`src/rtl/sbx_pkg.sv`:
```
package sbx_pkg;

    localparam int BYTE_W   = 8;
    localparam int TBL_SIZE = 1 << BYTE_W;
    localparam logic [BYTE_W-1:0] POLY_LOW  = 8'h1b;
    localparam logic [BYTE_W-1:0] FWD_CONST = 8'h63;
    localparam logic [BYTE_W-1:0] REV_CONST = 8'h05;

    // GF(2^8) product, shift-and-add with reduction
    function automatic logic [BYTE_W-1:0] gf_mul8(input logic [BYTE_W-1:0] a,
                                                  input logic [BYTE_W-1:0] b);
        logic [BYTE_W-1:0] acc;
        logic [BYTE_W-1:0] sh;
        acc = '0;
        sh  = a;
        for (int i = 0; i < BYTE_W; i++) begin
            if (b[i]) acc = acc ^ sh;
            sh = {sh[BYTE_W-2:0], 1'b0} ^ (sh[BYTE_W-1] ? POLY_LOW : '0);
        end
        return acc;
    endfunction

    // Inverse as a^254; zero maps to zero
    function automatic logic [BYTE_W-1:0] gf_inv8(input logic [BYTE_W-1:0] a);
        logic [BYTE_W-1:0] r;
        logic [BYTE_W-1:0] s;
        r = 8'h01;
        s = a;
        for (int i = 0; i < BYTE_W; i++) begin
            if (i != 0) r = gf_mul8(r, s);
            s = gf_mul8(s, s);
        end
        return r;
    endfunction

    function automatic logic [BYTE_W-1:0] rotl8(input logic [BYTE_W-1:0] v, input int n);
        return (v << n) | (v >> (BYTE_W - n));
    endfunction

endpackage

```
`src/rtl/sbx_inv_rom.sv`:
```
module sbx_inv_rom
    import sbx_pkg::*;
(
    input  logic [BYTE_W-1:0] addr,
    output logic [BYTE_W-1:0] q
);

    logic [BYTE_W-1:0] tbl [TBL_SIZE];

    for (genvar g = 0; g < TBL_SIZE; g++) begin : g_ent
        assign tbl[g] = gf_inv8(BYTE_W'(g));
    end

    assign q = tbl[addr];

endmodule

```
`src/rtl/sbx_affine.sv`:
```
module sbx_affine
    import sbx_pkg::*;
#(
    parameter bit REVERSE = 1'b0
) (
    input  logic [BYTE_W-1:0] din,
    output logic [BYTE_W-1:0] dout
);

    if (REVERSE) begin : g_rev
        assign dout = rotl8(din, 1) ^ rotl8(din, 3) ^ rotl8(din, 6) ^ REV_CONST;
    end else begin : g_fwd
        assign dout = din ^ rotl8(din, 1) ^ rotl8(din, 2) ^ rotl8(din, 3)
                    ^ rotl8(din, 4) ^ FWD_CONST;
    end

endmodule

```
`src/rtl/sbx_shared_sub.sv`:
```
module sbx_shared_sub
    import sbx_pkg::*;
(
    input  logic              clk,
    input  logic              rst_n,
    input  logic [BYTE_W-1:0] in_byte,
    input  logic              dir_dec,
    input  logic              in_vld,
    output logic [BYTE_W-1:0] out_byte,
    output logic              out_vld
);

    logic [BYTE_W-1:0] rev_out;
    logic [BYTE_W-1:0] inv_addr;
    logic [BYTE_W-1:0] inv_q;
    logic [BYTE_W-1:0] fwd_out;
    logic [BYTE_W-1:0] result;

    sbx_affine #(.REVERSE(1'b1)) u_rev (.din(in_byte), .dout(rev_out));

    // address multiplexer
    assign inv_addr = dir_dec ? rev_out : in_byte;

    sbx_inv_rom u_rom (.addr(inv_addr), .q(inv_q));

    sbx_affine #(.REVERSE(1'b0)) u_fwd (.din(inv_q), .dout(fwd_out));

    // result multiplexer
    assign result = dir_dec ? inv_q : fwd_out;

    always_ff @(posedge clk or negedge rst_n) begin
        if (!rst_n) begin
            out_byte <= '0;
            out_vld  <= 1'b0;
        end else begin
            out_vld <= in_vld;
            if (in_vld) out_byte <= result;
        end
    end

    // table output is a true field inverse of its address
    rom_inverse_chk: assert property (@(posedge clk) disable iff (!rst_n)
        (in_vld && inv_addr != '0) |-> (gf_mul8(inv_addr, inv_q) == 8'h01));


    zero_enc_chk: assert property (@(posedge clk) disable iff (!rst_n)
        (in_vld && !dir_dec && in_byte == '0) |=> (out_byte == FWD_CONST));


    vld_rise_chk: assert property (@(posedge clk) disable iff (!rst_n)
        in_vld |=> out_vld);


    vld_fall_chk: assert property (@(posedge clk) disable iff (!rst_n)
        !in_vld |=> !out_vld);


    hold_chk: assert property (@(posedge clk) disable iff (!rst_n)
        !in_vld |=> $stable(out_byte));

    // decrypt output re-encrypts to the accepted byte
    round_trip_chk: assert property (@(posedge clk) disable iff (!rst_n)
        (in_vld && dir_dec) |=>
            (rotl8(gf_inv8(out_byte), 0) ^ rotl8(gf_inv8(out_byte), 1)
             ^ rotl8(gf_inv8(out_byte), 2) ^ rotl8(gf_inv8(out_byte), 3)
             ^ rotl8(gf_inv8(out_byte), 4) ^ FWD_CONST) == $past(in_byte));

endmodule

```
`config.mk`:
```
export PLATFORM = sky130hd
export DESIGN_NAME = sbx_shared_sub
export DESIGN_NICKNAME = d
export VERILOG_FILES = /design/src/rtl/sbx_pkg.sv /design/src/rtl/sbx_inv_rom.sv /design/src/rtl/sbx_affine.sv /design/src/rtl/sbx_shared_sub.sv
export SDC_FILE = /design/constraint.sdc
export NUM_CORES = 1
export LEC_CHECK = 0
export BUFFER_PORTS_ARGS = -buffer_cell sky130_fd_sc_hd__buf_2
export CAP_MARGIN = 20
export CORE_ASPECT_RATIO = 1.5
export CORE_UTILIZATION = 54
export DETAILED_ROUTE_END_ITERATION = 10
export PLACE_DENSITY = 0.67
export SYNTH_ARGS = -nofsm -noshare
export SYNTH_HDL_FRONTEND = slang
export SYNTH_SLANG_ARGS = --single-unit
```
`constraint.sdc`:
```
create_clock -name clk -period 0.9 [get_ports clk]
set_input_delay 0.045 -clock clk [delete_from_list [all_inputs] [get_ports clk]]
set_output_delay 0.045 -clock clk [all_outputs]
set_load 0.005 [all_outputs]
```
==> results.sh, run 1 <==
export IMPL_status="did not finish"
export IMPL_lastStage="global routing (5_1_grt)"
export IMPL_firstError="[ERROR GRT-0116] Global routing finished with congestion. Check the congestion regions in the DRC Viewer."
export IMPL_post_dp_hpwl_um=21700
export IMPL_grt_remaining_overflow=74
export IMPL_cts_sinks=9
export IMPL_cts_made_buffers=3
export IMPL_clockBufferDepth=2
export IMPL_yosys_warnings=0
export IMPL_yosysSeqAreaShare=0.0449
export IMPL_syn_nets=770
export IMPL_track_usage=0.764
export IMPL_port_buffers=20
export IMPL_dp_cells=1042
export IMPL_syn_avg_cell_area_um2=6.77
export IMPL_preCtsSetupSlack_ns=-3.00
export IMPL_gp_congestion=1.23
export IMPL_grt_pass1_vias=9111
export IMPL_die_w_um=80.7
export IMPL_fp_dieH_um=120
export IMPL_ios=21
export IMPL_async_flop_share=1.00
export IMPL_ys_flop_type="dfrtp_1"
export IMPL_cts_root_buf="clkbuf_16"
export IMPL_synth_edf_count=0
export IMPL_grt_max_degree=37
export IMPL_grt_pass1_wl_um=55500
export IMPL_synth_area_um2=5010
export IMPL_synth_seq_cells=9
export IMPL_num_rows=42
export IMPL_ys_types=87
export IMPL_syn_inst=740
export IMPL_initial_utilization=0.561
export IMPL_cts_max_level=1
-- per-layer routing --
metal / GRT overflow / global-route usage
met3: 1 / 0.567
met2: 47 / 0.935
met4: 26 / 0.769
met5: 0 / 0.0529
met1: 0 / 0.789
-- what timing repair did --
item                                    CTS
pin swaps                                34
resized for setup                        64
buffers inserted                         13
hold buffers                              1
endpoints found under the setup margin    8
hold endpoints to repair                  9
-- synthesized netlist by cell type, types with 8 or more instances --
cell type / instances / share of area
nand2_1: 81 / 0.061
nor2_1: 66 / 0.049
a21oi_1: 51 / 0.051
o21ai_0: 47 / 0.047
clkbuf_1: 44 / 0.033
buf_2: 28 / 0.028
nand3_1: 28 / 0.028
a211oi_1: 27 / 0.040
a221oi_1: 23 / 0.040
nor3_1: 21 / 0.021
o211ai_1: 19 / 0.028
ha_1: 18 / 0.045
a31oi_1: 17 / 0.021
xnor2_1: 14 / 0.024
mux2i_1: 12 / 0.024
inv_1: 11 / 0.0082
o22ai_1: 10 / 0.012
or3_1: 10 / 0.012
buf_4: 9 / 0.013
dfrtp_1: 9 / 0.045
a21o_1: 8 / 0.012
buf_6: 8 / 0.018
o31ai_1: 8 / 0.012
-- metrics by stage --
step,setup TNS [ns],utilization,instance area (um^2)
2_1_floorplan,-20.24,-,5180
3_3_place_gp,-21.92,0.788,7040
3_5_place_dp,-23.41,0.788,7040
4_1_cts,-19.57,0.843,7530
-- logic make-up after synthesis --
family                   after synthesis  synth area share
AO/OA/AOI/OAI                        305             0.445
flip-flops                             9            0.0449
XOR/XNOR                              32            0.0824
buffers and inverters                106             0.105
adder cells (fa/ha/maj)               19            0.0469
multiplexers                          20            0.0464
AND/OR/NAND/NOR                      249             0.229
==> run 2, diff against run 1 <==
CORE_ASPECT_RATIO = not set   (was 1.5)
CORE_UTILIZATION = 39   (was 54)
PLACE_DENSITY = not set   (was 0.67)
PLACE_DENSITY_LB_ADDON = 0.15   (was not set)
==> results.sh, run 2 <==
export IMPL_synth_commonest_cells="81 x nand2_1, 66 x nor2_1, 51 x a21oi_1"
export IMPL_finalHoldViolCount=0
export IMPL_required_ns=1.04
export IMPL_syn_inst=740
export IMPL_cp_end_kind="flop"
export IMPL_synth_edf_count=0
export IMPL_area_growth_pct=63.9
export IMPL_maxCapViolations=0
export IMPL_cts_root_buf="clkbuf_16"
export IMPL_antenna_cells=0
export IMPL_r2r_end="out_byte[0]$_DFFE_PN0P_"
export IMPL_vias_per_cell=6.71
export IMPL_yosysTopAreaCell="nand2_1"
export IMPL_power_mw=14.5
export IMPL_violations="setup timing"
export IMPL_synth_area_um2=5010
export IMPL_fillers=1064
export IMPL_finalWirelength_um=30200
export IMPL_dp_cells=1141
export IMPL_path_max_fanout=4
export IMPL_post_dp_hpwl_um=22400
export IMPL_ios=21
export IMPL_num_rows=41
export IMPL_yosysMostFrequentCell="nand2_1"
export IMPL_finalMaxSlewViolations=0
export IMPL_fmax_mhz=288
export IMPL_nets=1026
export IMPL_detail_route_antenna_nets=0
export IMPL_finClkSkew_ns=0
export IMPL_post_route_min_period_ns=3.47
export IMPL_worstSkewPairLatency_ns=0.24
export IMPL_reg_largest_list="out_byte: 8 flops, out_vld: 1 flops"
export IMPL_largest_register_ffs=8
export IMPL_fp_dieArea_um2=13300
export IMPL_grt_remaining_overflow=0
export IMPL_path_class="in -> reg"
export IMPL_max_stage_delay_ns=0.39
export IMPL_ir_worst_vdd_uv=775
export IMPL_clockBufferDepth=2
export IMPL_tightest_slew_ns=0.588
export IMPL_fin_hold_ws_ns=0.158
export IMPL_gp_congestion=1.11
export IMPL_reg2regPathDepth=2
export IMPL_cp_cell_sequence="buf_8 > xnor3_1 > o21bai_2 > clkinvlp_4 > ha_4 > buf_12 > a211oi_4 > buf_6 > buf_4 > nor2_1 > a21o_1 > a221oi_2 > o32ai_2 > buf_6 > xnor2_4 > xnor2_1 > or3_1 > a31oi_1"
export IMPL_grt_pass1_wl_um=44500
export IMPL_cp_top_family="compound AO/OA/AOI/OAI gates"
export IMPL_grt_pass1_vias=7478
export IMPL_fin_cells=1167
export IMPL_drive_gt1_frac=0.458
export IMPL_crit_end="out_byte[6]$_DFFE_PN0P_"
export IMPL_yosys_warnings=0
export IMPL_arrival_ns=3.61
export IMPL_detailed_place_area_um2=7330
export IMPL_synth_top_cell_area_share=0.0607
export IMPL_rsz0062_at_grt="true"
export IMPL_cts_tree="done"
export IMPL_fp_dieH_um=115
export IMPL_wire_per_inst_um=25.8
export IMPL_finalInstanceArea_um2=8210
export IMPL_status="finished, violations left"
export IMPL_async_flop_share=1.00
export IMPL_regToRegSetupSlack_ns=0.09
export IMPL_grt_max_degree=43
export IMPL_port_buffers=20
export IMPL_final_cell_mix="296 x buf_4, 80 x nand2_1, 57 x nor2_1"
export IMPL_cts_max_level=1
export IMPL_crit_start="in_byte[7]"
export IMPL_synth_area_leaders="nand2_1 6.1%, a21oi_1 5.1%, nor2_1 4.9%, o21ai_0 4.7%, dfrtp_1 4.5%"
export IMPL_fin_tns_setup_ns=-20.28
export IMPL_largest_register="out_byte"
export IMPL_grt_antenna_before_repair=0
export IMPL_r2r_start="out_byte[0]$_DFFE_PN0P_"
export IMPL_initial_utilization=0.399
export IMPL_hold_path_class="in -> reg"
export IMPL_cp_slowest_cell="xnor3_1"
export IMPL_ys_flop_type="dfrtp_1"
export IMPL_cts_sinks=9
export IMPL_relSlewSlack=0.606
export IMPL_route_detailed_drc=0
export IMPL_num_vias=7836
export IMPL_critPathLaunchType="primary input"
export IMPL_worst_slack_ns=-2.57
export IMPL_power_leakage_nw=3.50
export IMPL_dr_pass1_iters=7
export IMPL_ys_types=87
export IMPL_syn_avg_cell_area_um2=6.77
export IMPL_cts_made_buffers=3
export IMPL_powerDensity_nw_per_um2=1770
export IMPL_final_common_cell="buf_4"
export IMPL_setup_viol=8
export IMPL_clk_pin_slew_ns=0.04
export IMPL_syn_nets=770
export IMPL_synth_seq_cells=9
export IMPL_yosysSeqAreaShare=0.0449
export IMPL_die_w_um=115
export IMPL_path_buf_inv=6
export IMPL_final_util=0.653
export IMPL_min_period_over_period=3.85
export IMPL_coreArea_um2=12600
export IMPL_preCtsSetupSlack_ns=-3.06
export IMPL_cp_depth=18
export IMPL_drt_iter0_drc=1442
export IMPL_path_common_cell="buf_6"
export IMPL_track_usage=0.449
-- run 2: layout make-up --
type	instances	area, um^2	area share
multi-input combinational	625	4870	0.593
timing repair buffer	343	2750	0.335
sequential	9	225	0.0274
tap	172	215	0.0262
clock buffer	4	78.8	0.00960
inverter	14	65.1	0.00792
-- run 2: cell families (layout without fill, tap and decap cells) --
| family | Yosys count | after routing | share of synthesized area |
|---|---|---|---|
| AOI/OAI and AO/OA | 305 | 305 | 0.445 |
| xor gates and xnor gates | 32 | 32 | 0.0824 |
| adders and majority gates | 19 | 19 | 0.0469 |
| buffers and inverters | 106 | 361 | 0.105 |
| DFF | 9 | 9 | 0.0449 |
| muxes | 20 | 20 | 0.0464 |
| and+or+nand+nor | 249 | 249 | 0.229 |
-- run 2: report_power, final --
part	leakage, nW	internal [mW]	switching (mW)
Clock	0.0382	0.594	0.214
Combinational	3.36	6.11	6.90
Sequential	0.105	0.594	0.0998
-- run 2: how the worst min path moves through the flow --
stage                start                 endpoint  slack [ns]  cells after the start
floorplan            rst_n  out_byte[0]$_DFFE_PN0P_       -0.25                      0
global placement     rst_n  out_byte[5]$_DFFE_PN0P_       -0.10                      1
detailed placement   rst_n  out_byte[5]$_DFFE_PN0P_       -0.09                      1
CTS                 in_vld        out_vld$_DFF_PN0_        0.15                      2
global route        in_vld        out_vld$_DFF_PN0_        0.17                      2
finish              in_vld        out_vld$_DFF_PN0_        0.16                      2
-- run 2: per-layer routing --
layer / GRT usage / routed length, um / up-vias
met5: 0 / 0 / -
met1: 0.557 / 11400 / 3646
met3: 0.104 / 3590 / 164
met4: 0.284 / 2290 / 0
met2: 0.700 / 12900 / 667
li1: - / - / 3359
-- run 2: what timing repair did --
item / 4_1_cts / 5_1_grt
pin swaps: 32 / 44
resized for setup: 74 / 52
setup endpoints to repair: 8 / 8
hold buffers: 1 / 0
setup buffers: 13 / 10
endpoints found under the hold margin: 9 / 0
No activity file was read; power rests on OpenSTA's default activity.
